===== config.mk =====
export PLATFORM = sky130hd
export DESIGN_NAME = narrow_pack_unit
export DESIGN_NICKNAME = d
export VERILOG_FILES = /design/src/rtl/narrow_pkg.sv /design/src/rtl/narrow_decode.sv /design/src/rtl/narrow_lane.sv /design/src/rtl/narrow_pack_unit.sv
export SDC_FILE = /design/constraint.sdc
export NUM_CORES = 1
export LEC_CHECK = 0
export BUFFER_PORTS_ARGS = -buffer_cell sky130_fd_sc_hd__clkbuf_2
export CAP_MARGIN = 10
export CORE_AREA = 5 5 521 523
export CTS_CLUSTER_SIZE = 30
export DETAILED_ROUTE_END_ITERATION = 10
export DIE_AREA = 0 0 526 528
export MAX_ROUTING_LAYER = met4
export PLACE_DENSITY = 0.32
export SYNTH_ARGS = -nofsm -noshare
export SYNTH_HDL_FRONTEND = slang
export SYNTH_SLANG_ARGS = --single-unit

===== constraint.sdc =====
create_clock -name clk -period 2.4 [get_ports clk]
set_input_delay 0.12 -clock clk [delete_from_list [all_inputs] [get_ports clk]]
set_output_delay 0.12 -clock clk [all_outputs]
set_load 0.03 [all_outputs]

===== src/rtl/narrow_pkg.sv =====
// Shared constants and types for the packed narrowing unit.
// Assumes source lanes twice as wide as result lanes.
package narrow_pkg;

    localparam int unsigned WIDE_W   = 64;
    localparam int unsigned NARROW_W = 32;
    localparam int unsigned CODE_W   = 8;
    localparam int unsigned RSVD_W   = 4;

    localparam logic [CODE_W-1:0] CODE_TRUNC = 8'h35;
    localparam logic [CODE_W-1:0] CODE_SSAT  = 8'h25;
    localparam logic [CODE_W-1:0] CODE_USAT  = 8'h15;
    localparam logic [RSVD_W-1:0] RSVD_OK    = 4'b1111;

    typedef enum logic [1:0] {
        CV_TRUNC = 2'd0,
        CV_SSAT  = 2'd1,
        CV_USAT  = 2'd2
    } conv_kind_e;

endpackage


===== src/rtl/narrow_decode.sv =====
// Decodes the request control fields: conversion kind, active and selected
// lanes, and the illegal-encoding condition.
// Assumes LANES is a power of two and at least 2.
module narrow_decode
    import narrow_pkg::*;
#(
    parameter int unsigned LANES = 8,
    parameter int unsigned LEN_W = 2
) (
    input  logic [CODE_W-1:0] mode,
    input  logic [LEN_W-1:0]  len,
    input  logic [RSVD_W-1:0] rsvd,
    input  logic              store,
    input  logic              zero,
    input  logic              mask_en,
    input  logic [LANES-1:0]  mask,
    output conv_kind_e        kind,
    output logic [LANES-1:0]  lane_act,
    output logic [LANES-1:0]  lane_sel,
    output logic              illegal
);

    logic mode_ok;
    logic len_ok;

    // Map the conversion code onto an internal kind.
    always_comb begin
        mode_ok = 1'b1;
        kind    = CV_TRUNC;
        case (mode)
            CODE_TRUNC: kind = CV_TRUNC;
            CODE_SSAT:  kind = CV_SSAT;
            CODE_USAT:  kind = CV_USAT;
            default:    mode_ok = 1'b0;
        endcase
    end

    // Work out which lanes the length code makes active.
    always_comb begin
        int unsigned cnt;
        cnt    = 32'd2 << len;
        len_ok = (cnt <= LANES);
        for (int j = 0; j < LANES; j++) begin
            lane_act[j] = (j < cnt);
        end
    end

    // A lane is selected when active and either unmasked or its mask bit is set.
    always_comb begin
        lane_sel = lane_act & (mask_en ? mask : {LANES{1'b1}});
    end

    // Any bad field makes the whole request illegal.
    always_comb begin
        illegal = !mode_ok || !len_ok || (rsvd != RSVD_OK) || (store && zero);
    end

endmodule


===== src/rtl/narrow_lane.sv =====
// One result lane: converts a wide lane to a narrow one and applies the
// mask, merge/zero choice and store byte enables.
// Assumes WIDE_W > NARROW_W and NARROW_W a multiple of 8.
module narrow_lane
    import narrow_pkg::*;
#(
    parameter int unsigned W_IN  = WIDE_W,
    parameter int unsigned W_OUT = NARROW_W
) (
    input  logic [W_IN-1:0]       src,
    input  logic [W_OUT-1:0]      old,
    input  conv_kind_e            kind,
    input  logic                  active,
    input  logic                  sel,
    input  logic                  zero,
    input  logic                  store,
    input  logic                  illegal,
    output logic [W_OUT-1:0]      data,
    output logic [W_OUT/8-1:0]    be
);

    localparam int unsigned BYTES = W_OUT / 8;
    localparam logic [W_OUT-1:0] S_MAX = {1'b0, {(W_OUT-1){1'b1}}};
    localparam logic [W_OUT-1:0] S_MIN = {1'b1, {(W_OUT-1){1'b0}}};
    localparam logic [W_OUT-1:0] U_MAX = {W_OUT{1'b1}};

    logic [W_OUT-1:0] conv;
    logic             s_fits;
    logic             u_over;

    // Range checks for the two saturating conversions.
    always_comb begin
        s_fits = (&src[W_IN-1:W_OUT-1]) || !(|src[W_IN-1:W_OUT-1]);
        u_over = |src[W_IN-1:W_OUT];
    end

    // Pick the converted value for the requested kind.
    always_comb begin
        case (kind)
            CV_SSAT: conv = s_fits ? src[W_OUT-1:0] : (src[W_IN-1] ? S_MIN : S_MAX);
            CV_USAT: conv = u_over ? U_MAX : src[W_OUT-1:0];
            default: conv = src[W_OUT-1:0];
        endcase
    end

    // Resolve the lane value from legality, activity, mask and merge mode.
    always_comb begin
        if (illegal || !active) begin
            data = '0;
        end else if (sel) begin
            data = conv;
        end else if (zero && !store) begin
            data = '0;
        end else begin
            data = old;
        end
    end

    // Byte enables only for written lanes of a legal store.
    always_comb begin
        be = (!illegal && active && sel && store) ? {BYTES{1'b1}} : {BYTES{1'b0}};
    end

endmodule


===== src/rtl/narrow_pack_unit.sv =====
// Packed narrowing conversion unit. Takes one request per cycle on a
// valid/ready interface and presents a registered result one cycle later.
// Assumes the consumer holds out_ready stable within a cycle; reset is
// synchronous and active low.
module narrow_pack_unit
    import narrow_pkg::*;
#(
    parameter int unsigned LANES = 8,
    parameter int unsigned LEN_W = 2
) (
    input  logic                      clk,
    input  logic                      rst_n,
    input  logic                      req_valid,
    output logic                      req_ready,
    input  logic [LANES*WIDE_W-1:0]   req_src,
    input  logic [LANES*NARROW_W-1:0] req_old,
    input  logic [LANES-1:0]          req_mask,
    input  logic                      req_mask_en,
    input  logic                      req_zero,
    input  logic [CODE_W-1:0]         req_mode,
    input  logic [LEN_W-1:0]          req_len,
    input  logic                      req_store,
    input  logic [RSVD_W-1:0]         req_rsvd,
    output logic                      out_valid,
    input  logic                      out_ready,
    output logic [LANES*WIDE_W-1:0]   out_data,
    output logic [LANES*NARROW_W/8-1:0] out_be,
    output logic                      out_illegal
);

    localparam int unsigned SRC_W  = LANES * WIDE_W;
    localparam int unsigned PACK_W = LANES * NARROW_W;
    localparam int unsigned LBE    = NARROW_W / 8;
    localparam int unsigned BE_W   = LANES * LBE;

    conv_kind_e         kind;
    logic [LANES-1:0]   lane_act;
    logic [LANES-1:0]   lane_sel;
    logic               illegal;
    logic [PACK_W-1:0]  pack_d;
    logic [BE_W-1:0]    be_d;
    logic               accept;

    logic               valid_q;
    logic [PACK_W-1:0]  data_q;
    logic [BE_W-1:0]    be_q;
    logic               ill_q;

    narrow_decode #(
        .LANES (LANES),
        .LEN_W (LEN_W)
    ) u_decode (
        .mode     (req_mode),
        .len      (req_len),
        .rsvd     (req_rsvd),
        .store    (req_store),
        .zero     (req_zero),
        .mask_en  (req_mask_en),
        .mask     (req_mask),
        .kind     (kind),
        .lane_act (lane_act),
        .lane_sel (lane_sel),
        .illegal  (illegal)
    );

    for (genvar j = 0; j < LANES; j++) begin : g_lane
        narrow_lane #(
            .W_IN  (WIDE_W),
            .W_OUT (NARROW_W)
        ) u_lane (
            .src     (req_src[j*WIDE_W +: WIDE_W]),
            .old     (req_old[j*NARROW_W +: NARROW_W]),
            .kind    (kind),
            .active  (lane_act[j]),
            .sel     (lane_sel[j]),
            .zero    (req_zero),
            .store   (req_store),
            .illegal (illegal),
            .data    (pack_d[j*NARROW_W +: NARROW_W]),
            .be      (be_d[j*LBE +: LBE])
        );
    end

    // Accept when the output stage is empty or being drained.
    always_comb begin
        req_ready = !valid_q || out_ready;
        accept    = req_valid && req_ready;
    end

    // Output stage: capture on accept, clear valid once taken.
    always_ff @(posedge clk) begin
        if (!rst_n) begin
            valid_q <= 1'b0;
            data_q  <= '0;
            be_q    <= '0;
            ill_q   <= 1'b0;
        end else if (accept) begin
            valid_q <= 1'b1;
            data_q  <= pack_d;
            be_q    <= be_d;
            ill_q   <= illegal;
        end else if (out_ready) begin
            valid_q <= 1'b0;
        end
    end

    // Drive outputs; bits above the packed width are always clear.
    always_comb begin
        out_valid   = valid_q;
        out_data    = {{(SRC_W-PACK_W){1'b0}}, data_q};
        out_be      = be_q;
        out_illegal = ill_q;
    end

endmodule


# After elaboration in Yosys (flattened, before gate mapping)
# Cells that the tools add are included.
[totals] reg_bits=290 in_bits=797 out_inout_bits=547 wordCells=184
[classes] magnitude_cmp=9 n_eq_ne=6 shift=1 muxes=69 n_bitwise=1 reduce_logical=94
[op_table] op="$mux W32" n=48
[op_table] op="$pmux W32 S2" n=8
[op_table] op="$reduce_and A33 Y1" n=8
[op_table] op="$reduce_or A33 Y1" n=8
[op_table] op="$reduce_or A32 Y1" n=8
[op_table] op="$lt A3 B32 Y1 const A" n=4
[op_table] op="$lt A1 B32 Y1 const A" n=2
[op_table] op="$lt A2 B32 Y1 const A" n=2
[op_table] op="$le A32 B4 Y1 const B" n=1
[op_table] op="$mux W4" n=8
[op_table] op="$shl A2 B2 Y32 const A" n=1
[op_table] op="$logic_and A1 B1 Y1" n=27
[op_table] op="$logic_not A1 Y1" n=21
[op_table] op="$logic_or A1 B1 Y1" n=20
[op_table] op="$eq A8 B6 Y1 const B" n=2
[op_table] op="$and A8 B8 Y8" n=1
[op_table] op="$eq A8 B5 Y1 const B" n=1
[op_table] op="$mux W8" n=1
[op_table] op="$ne A4 B4 Y1 const B" n=1
[op_table] op="$pmux W2 S2" n=1
[op_table] op="$mux W1" n=3
[op_table] op="$reduce_or A3 Y1" n=1
[op_table] op="$eq A2 B1 Y1 const B" n=1
[op_table] op="$eq A2 B2 Y1 const B" n=1
[op_table] op="$reduce_bool A2 Y1" n=1

# Logic depth before layout (Yosys ltp)
# Gate-level depths: netlist (run 1).
[depth] depth_word=12 depth_mapped=13 ltp_nobuf=12

# Cells and area by module
# Synthesis (run 1) repeated with hierarchy kept, for this count alone.
[hier_totals] cells_unflattened=3131 hier_area_um2=24936.4
[by_module_without_submodules] module="narrow_pack_unit" instances=1 cells_each=1514 area_each_um2=13392.8 seq_area_each_um2=5805.6
[by_module_without_submodules] module="narrow_lane" instances=8 cells_each=198 area_each_um2=1417.6 seq_area_each_um2=0.0
[by_module_without_submodules] module="narrow_decode" instances=1 cells_each=33 area_each_um2=202.7 seq_area_each_um2=0.0

# Worst setup path after synthesis (run 1)
# No wires, ideal clock.
[synth_timing] kind="input-to-reg" start="input req_mode[3]" end="register data_q[106]" setup_time_ps=125 arrival_time_ps=2394 t_required_ps=2275 path_slack_ps=-118 path_stages=12 path_buffers=3 cell_sequence="nand4bb_1 nor3_1 nand3b_1 ha_1 clkbuf_1 nor2_1 nor2_1 clkbuf_1 a21o_2 buf_2 a2111oi_2 nor2_1"
[synth_between] elab_chain_len=9 word_cells_on_any_way=16 cone_classes="5 x eq/ne; 5 x mux; 6 x reduce/logical"
[synth_lines] element="start, declared" line="narrow_pack_unit.sv:20" source="input logic [CODE_W-1:0] req_mode,"
[synth_lines] element="branches (longest 8 deep; another with $pmux W32 S2)"
[synth_lines] element="$mux W32 (*)" line="narrow_lane.sv:48" source="if (illegal || !active) begin"
[synth_lines] element="end signal, assigned" line="narrow_pack_unit.sv:99" source="data_q <= pack_d;"
[synth_lines] element="end, declared" line="narrow_pack_unit.sv:45" source="logic [PACK_W-1:0] data_q;"
# Every way passes the cells marked *.
# A chain may end at the register's enable or synchronous reset.

# Worst setup path in the final report (run 1)
[layout_timing] start="input req_mode[3]" end="register data_q[190]"
# The elaborated chain is that of the path after synthesis.

==> metrics.txt, run 1 <==
run status complete, no violations; Num CTS Buffers 42; Antenna Nets Post-Route 0; hold-critical path endpoint data_q[127]$_SDFFE_PN0P_; dpl hpwl around 150000 microns; layout cells sized above 1 0.361; Place WS -0.702 ns; Sw Share 0.338; worst clock skew roughly 0.020 ns; YS warnings 0; Slew Limit Fails 0; most common cell in the synthesized netlist nand2_1; CP Class in -> reg; crit path capture type flip-flop; Post-synth EDFFs 0; die area between 200000 and 300000 sq um; initial antenna violation count between 100 and 150; Cell Rows 190; GP Congestion between 0.8 and 0.9; Die X 526 microns; hold path cells 5; PnR worst setup slack 0.0227 ns; largest net degree at the start of global routing 84; Yosys top cell area share 0.290; sequential power share 0.297; Reg2Reg Setup Slack 0.15 ns; grt met2 use 0.217; Pre-antenna DRT Iters 7; f_max roughly 420 MHz; Clk pwr share 0.454; post-synth top area cell dfxtp_1; DR vias roughly 26000; Seq/Total Area, Yosys 0.290; Iter 0 DRT Violations approximately 1400; grt total ovfl 0; Final TNS setup 0 ns; Hold Vio Cnt, Final 0; Cell variety after synth 69; first-pass GRT wire length about 240000 microns; Clock Sinks 266; Total Wirelength roughly 180000 microns; final setup vio count 0; maximum vdd drop ~0.42 mV; worst r2r src out_valid$_SDFFE_PN0P_; Clock Path Buffers 3; Crit-path slowest cell dlygate4sd3_1; Net Switching between 0.005 and 0.006 W; Root Buffer clkbuf_16; Combinational Power Share 0.248; busiest grt layer met2; Mapped Avg Cell Area 7.28 sq um; maxcap violations 0; CP dominant cell by count buf_12; cell-internal power roughly 0.01 W; Final Power around 0.015 W; WL per Instance 23.1 microns; HP Class in -> reg; Slew headroom 0.366; GR Layer Usage met3 0.0337; Synth Instances 2520; Reg clk slew, reported paths approximately 0.06 ns; top cells by area, synth dfxtp_1 29%, buf_4 11%, o21ai_0 8.6%; fillers 30863; IO Count roughly 1300; FF-to-FF path depth 10; worst skew pair latency 0.64 ns; Hold Slack 0.112 ns; Worst Tran Pin Value ~0.94 ns; core footprint ~270000 sq um; CP required between 2 and 3 ns; post-synthesis cell area roughly 18000 sq um; TritonCTS clock tree done; Buffers on Ports between 1000 and 1500; minimum clock period between 2 and 2.5 ns; LEAKAGE between 15 and 20 nW; met1 Resource Use GR 0.147; Worst Hold Launch req_old[127]; Vias per Instance approximately 3.3; most frequent cells after synthesis 321 x nand2_1, 314 x o21ai_0, 280 x buf_4; post-layout util 0.134; Tcrit/Tclk final 0.991; nets approximately 5000; Main synth FF type dfxtp_1; GR Util All Layers 0.127; die span in y about 530 microns; Synth async-reset ratio 0; drt drc 0; FF-to-FF End out_be[3]$_SDFFE_PN0P_; CTS H-Tree Depth 2; Largest stage delay, worst path 0.54 ns; Critical Path AT 2.90 ns; total power per unit cell area slightly above 400 nW/um^2; FF+latch count, synth ~270; Initial Utilization 0.0689; Worst setup SP type input port; CP cell instances clkbuf_2, nand4bb_1, nor3_2, nand2_1, nor2_1, buf_4, ha_4, buf_12, or2_2, buf_12, o2111ai_1, o211ai_1, a22o_1, dlygate4sd3_1; area grow syn2layout 95.3%; CP Max Fanout 7; vias in the first global route 26290
kinds of logic (layout without fill, tap and decap cells):
group	Yosys count	after routing	synth area share
adders and majority gates	3	3	0.00205
DFF	266	266	0.290
and+or+nand+nor	825	825	0.216
AOI/OAI and AO/OA	919	919	0.325
other	1	324	0.000204
muxes	2	2	0.00109
buffers and inverters	504	1953	0.166
worst max-delay path by stage:
stage                start                  endpoint  cells after the start
2_1_floorplan  req_mode[3]  data_q[160]$_SDFFE_PN0P_                     10
3_3_place_gp   req_mode[3]   data_q[87]$_SDFFE_PN0P_                     15
3_5_place_dp   req_mode[3]   data_q[87]$_SDFFE_PN0P_                     15
4_1_cts        req_mode[3]  data_q[190]$_SDFFE_PN0P_                     14
5_1_grt        req_mode[3]  data_q[227]$_SDFFE_PN0P_                     13
6_report       req_mode[3]  data_q[190]$_SDFFE_PN0P_                     14
power by group through the flow:
stage / Clock, W / Combinational [W] / Sequential, W
after CTS: 0.00713 / 0.00376 / 0.00442
after floorplan: 0 / 0.00157 / 0.00452
after global placement: 0 / 0.00291 / 0.00452
final: 0.00676 / 0.00369 / 0.00442
after detailed placement: 0 / 0.00290 / 0.00452
after global routing: 0.00720 / 0.00397 / 0.00442
metrics by stage:
stage | cell area, sq um | std cells
floorplan | 19300 | 2775
global placement | 29000 | 7180
detailed placement | 29000 | 7180
CTS | 35600 | 7774
global route | 35800 | 7833
finish | 35800 | 7844
layout by cell type, fill, tap and decap left out, types with 62 or more instances in the layout:
cell type and count:
clkbuf_2 1086, dlygate4sd3_1 518, nand2_1 319, o21ai_0 312
dfxtp_1 266, a21oi_1 260, conb_1 256, buf_4 208
nor2_1 169, nor4_1 73, diode_2 68, a31oi_1 66
nand4_1 65, and2_1 62, o311a_1 62
worst max-delay path, delay by kind of cell:
kind | cells | cell delay, ns
AND/OR/NAND/NOR | 5 | 1.10
adder cells (fa/ha/maj) | 1 | 0.20
AO/OA/AOI/OAI | 3 | 0.39
buffers and inverters | 5 | 1.07
registers in the layout (all words and copies together), names as in the netlist:
name         count
out_illegal      1
out_be           8
data_q         256
out_valid        1
cell type report:
cell class | instances | area (sq um) | share of cell area
well taps | 3552 | 4440 | 0.124
multi-input cells | 2005 | 11200 | 0.312
repair buffers | 1867 | 13300 | 0.370
clock buffers | 58 | 1180 | 0.0330
inverters | 10 | 37.5 | 0.00105
diodes | 68 | 170 | 0.00475
flip-flops and latches | 266 | 5330 | 0.149
clock inverters | 18 | 240 | 0.00670
timing repair:
item,4_1_cts,5_1_grt
buffers inserted,0,2
endpoints found under the setup margin,0,53
gates resized for setup,0,6
hold buffers,518,0
hold endpoints to repair,263,0
layer usage:
| layer | up-vias | wire length [microns] |
|---|---|---|
| li1 | 12144 | - |
| met1 | 12385 | 74200 |
| met2 | 1378 | 87800 |
| met3 | 201 | 13500 |
| met4 | 0 | 5800 |
| met5 | - | 0 |
No activity file was read; power rests on OpenSTA's default activity.
==> inputs of run 2 (changes only) <==
--- a/config.mk
+++ b/config.mk
@@ -7,10 +7,11 @@
 export LEC_CHECK = 0
 export BUFFER_PORTS_ARGS = -buffer_cell sky130_fd_sc_hd__clkbuf_2
 export CAP_MARGIN = 10
-export CORE_AREA = 5 5 521 523
+export CORE_AREA = 5 5 516 518
+export CTS_BUF_LIST = sky130_fd_sc_hd__clkbuf_8
 export CTS_CLUSTER_SIZE = 30
 export DETAILED_ROUTE_END_ITERATION = 10
-export DIE_AREA = 0 0 526 528
+export DIE_AREA = 0 0 521 523
 export MAX_ROUTING_LAYER = met4
 export PLACE_DENSITY = 0.32
 export SYNTH_ARGS = -nofsm -noshare
==> run 2 against run 1 <==
Worst setup slack got worse by 0.0084 ns. Flip-flop and latch count unchanged. Core utilization grew 0.28 points. Final cell count fell by 1.1%. Combinational power barely moved. Clock-buffer cell count rose by 22. Critical path depth decreased by 1. Die area is 1.9% lower. Clock skew grew 0.011 ns. Global-route usage increased by 0.25 points. Highest routed layer unchanged.
==> metrics.txt, run 2 (synthesis gave the netlist of run 1 again) <==
run status complete, no violations; die area 272000 sq um (-1.9%); maxcap violations 0 (unchanged); hold path cells 5 (unchanged); maximum vdd drop 0.352 mV (-17%); commonest cells after routing, fill and taps aside 1086 x clkbuf_2, 541 x dlygate4sd3_1, 319 x nand2_1; max FFs per register 256 (unchanged); crit path capture type flip-flop; Reg clk slew, reported paths 0.06 ns (about the same); FF-to-FF End data_q[147]$_SDFFE_PN0P_; CP required 3.06 ns (+0.13 ns); GP Congestion 0.907 (+1.1%); FF-to-FF path depth 9 (-1); cell-internal power 0.00918 W (-6.7%); TritonCTS clock tree done; Clock Sinks 266 (unchanged); Die X 521 microns (-0.95%); minimum clock period 2.39 ns (+0.00835 ns); Initial Utilization 0.0703 (+0.00142); hold-critical path endpoint data_q[89]$_SDFFE_PN0P_; worst skew pair latency 0.75 ns (+0.11 ns); total power per unit cell area 396 nW/um^2 (-4.5%); worst clock skew 0.0316 ns (+0.0112 ns); DR vias 26219 (+0.43%); largest net degree at the start of global routing 86 (+2.4%); Clock Path Buffers 3 (unchanged); Pre-antenna DRT Iters 6 (-1); Buffers on Ports 1087 (unchanged); Hold Vio Cnt, Final 0 (unchanged); leading cell type in the layout, fill and taps excluded clkbuf_2; vias in the first global route 26894 (+2.3%); drt drc 0 (unchanged); final setup vio count 0 (unchanged); CP Class in -> reg; PnR worst setup slack 0.0144 ns (-0.00835 ns); Root Buffer clkbuf_8; Place WS -0.990 ns (-0.288 ns); die span in y 523 microns (-0.95%); nets 5023 (+0.62%); Critical Path AT 3.04 ns (+0.14 ns); GR Util All Layers 0.130 (+0.00255); Slew headroom 0.405 (+0.0394); Reg2Reg Setup Slack 0.21 ns (+0.06 ns); layout cells sized above 1 0.361 (about the same); grt met2 use 0.221 (+0.00360); Slew Limit Fails 0 (unchanged); Combinational Power Share 0.262 (+0.014); Clk pwr share 0.426 (-0.028); Worst Tran Pin Value 0.884 ns (-0.0585 ns); worst r2r src out_valid$_SDFFE_PN0P_; Total Wirelength 181000 microns (-0.16%); Worst setup SP type input port; Sw Share 0.353 (+0.0152); CP Max Fanout 7 (unchanged); grt total ovfl 0 (unchanged); Net Switching 0.00501 W (-0.23%); design area 35800 sq um (unchanged); Tcrit/Tclk final 0.994 (+0.00348); busiest grt layer met2; LEAKAGE 15.6 nW (+0.79%); RSZ-0062 raised after global routing false; IO Count 1344 (unchanged); Iter 0 DRT Violations 1470 (+5.9%); Worst Hold Launch req_mask_en; register with the most flip-flops data_q; first-pass GRT wire length 236000 microns (-0.51%); Antenna Nets Post-Route 0 (unchanged); Final TNS setup 0 ns (unchanged); initial antenna violation count 123 (-13%); Num CTS Buffers 66 (+57%); dpl hpwl 153000 microns (about the same); area grow syn2layout 95.3% (unchanged); sequential power share 0.312 (+0.015); core footprint 261000 sq um (-2.0%); met1 Resource Use GR 0.152 (+0.00560); WL per Instance 23.3 microns (+0.94%); Vias per Instance 3.38 (+1.5%); HP Class in -> reg; dpl cell area 28900 sq um (-0.60%); Cell Rows 188 (-1.1%); GR Layer Usage met3 0.0323 (-0.00140); CTS H-Tree Depth 3 (+1); f_max 419 MHz (-0.35%)
run 2: worst max path at each step:
stage                                start                       end  slack (ns)  cells after the start
floorplan                      req_mode[3]  data_q[160]$_SDFFE_PN0P_       -0.03                     10
global placement               req_mode[3]   data_q[85]$_SDFFE_PN0P_       -0.98                     16
detailed placement             req_mode[3]   data_q[80]$_SDFFE_PN0P_       -0.99                     16
CTS                 out_valid$_SDFFE_PN0P_   data_q[29]$_SDFFE_PN0P_       0.005                      8
global route                  req_src[255]   data_q[97]$_SDFFE_PN0P_        0.01                     12
finish                         req_mode[4]  data_q[190]$_SDFFE_PN0P_        0.01                     13
run 2: metal layers:
| layer | share of wire | wire (microns) |
|---|---|---|
| met2 | 0.49 | 87900 |
| met4 | 0.026 | 4630 |
| met1 | 0.42 | 76000 |
| met3 | 0.070 | 12600 |
| met5 | 0 | 0 |
run 2: repair_timing:
action | CTS | global route
pin swaps | 0 | 1
endpoints found under the setup margin | 158 | 69
gates resized for setup | 4 | 5
buffers inserted | 0 | 2
hold buffers | 541 | 0
endpoints found under the hold margin | 266 | 0
run 2: power by group through the flow:
stage	combinational, W	clock [W]	sequential (W)
4_1_cts	0.00377	0.00647	0.00442
2_1_floorplan	0.00157	0	0.00452
3_5_place_dp	0.00285	0	0.00452
5_1_grt	0.00399	0.00659	0.00442
3_3_place_gp	0.00286	0	0.00452
6_report	0.00372	0.00605	0.00442
run 2: worst max-delay path, cell delays in order:
cell,delay (ns)
dlygate4sd3_1,0.58
clkbuf_2,0.15
nand3b_1,0.14
ha_4,0.31
buf_4,0.17
buf_12,0.16
a21oi_1,0.06
buf_4,0.14
buf_4,0.13
o2111ai_1,0.20
o211ai_1,0.12
dlygate4sd3_1,0.57
a22o_1,0.17
run 2: metrics by stage:
stage	power (W)	hold WS, ns	instances	util
2_1_floorplan	0.00609	0.241	2775	-
3_3_place_gp	0.00738	0.374	7032	0.111
3_5_place_dp	0.00737	0.378	7032	0.111
4_1_cts	0.0147	0.00317	7682	0.136
5_1_grt	0.0150	0.0697	7748	0.137
6_report	0.0142	0.128	7759	0.137
run 2: layout make-up:
class | count | area, sq um
clock buffers | 80 | 1100
well taps | 3420 | 4280
diodes | 75 | 188
flip-flops and latches | 266 | 5330
multi-input cells | 2005 | 11200
clock inverters | 29 | 210
repair buffers | 1874 | 13500
inverters | 10 | 37.5
fillers | 30254 | 225000
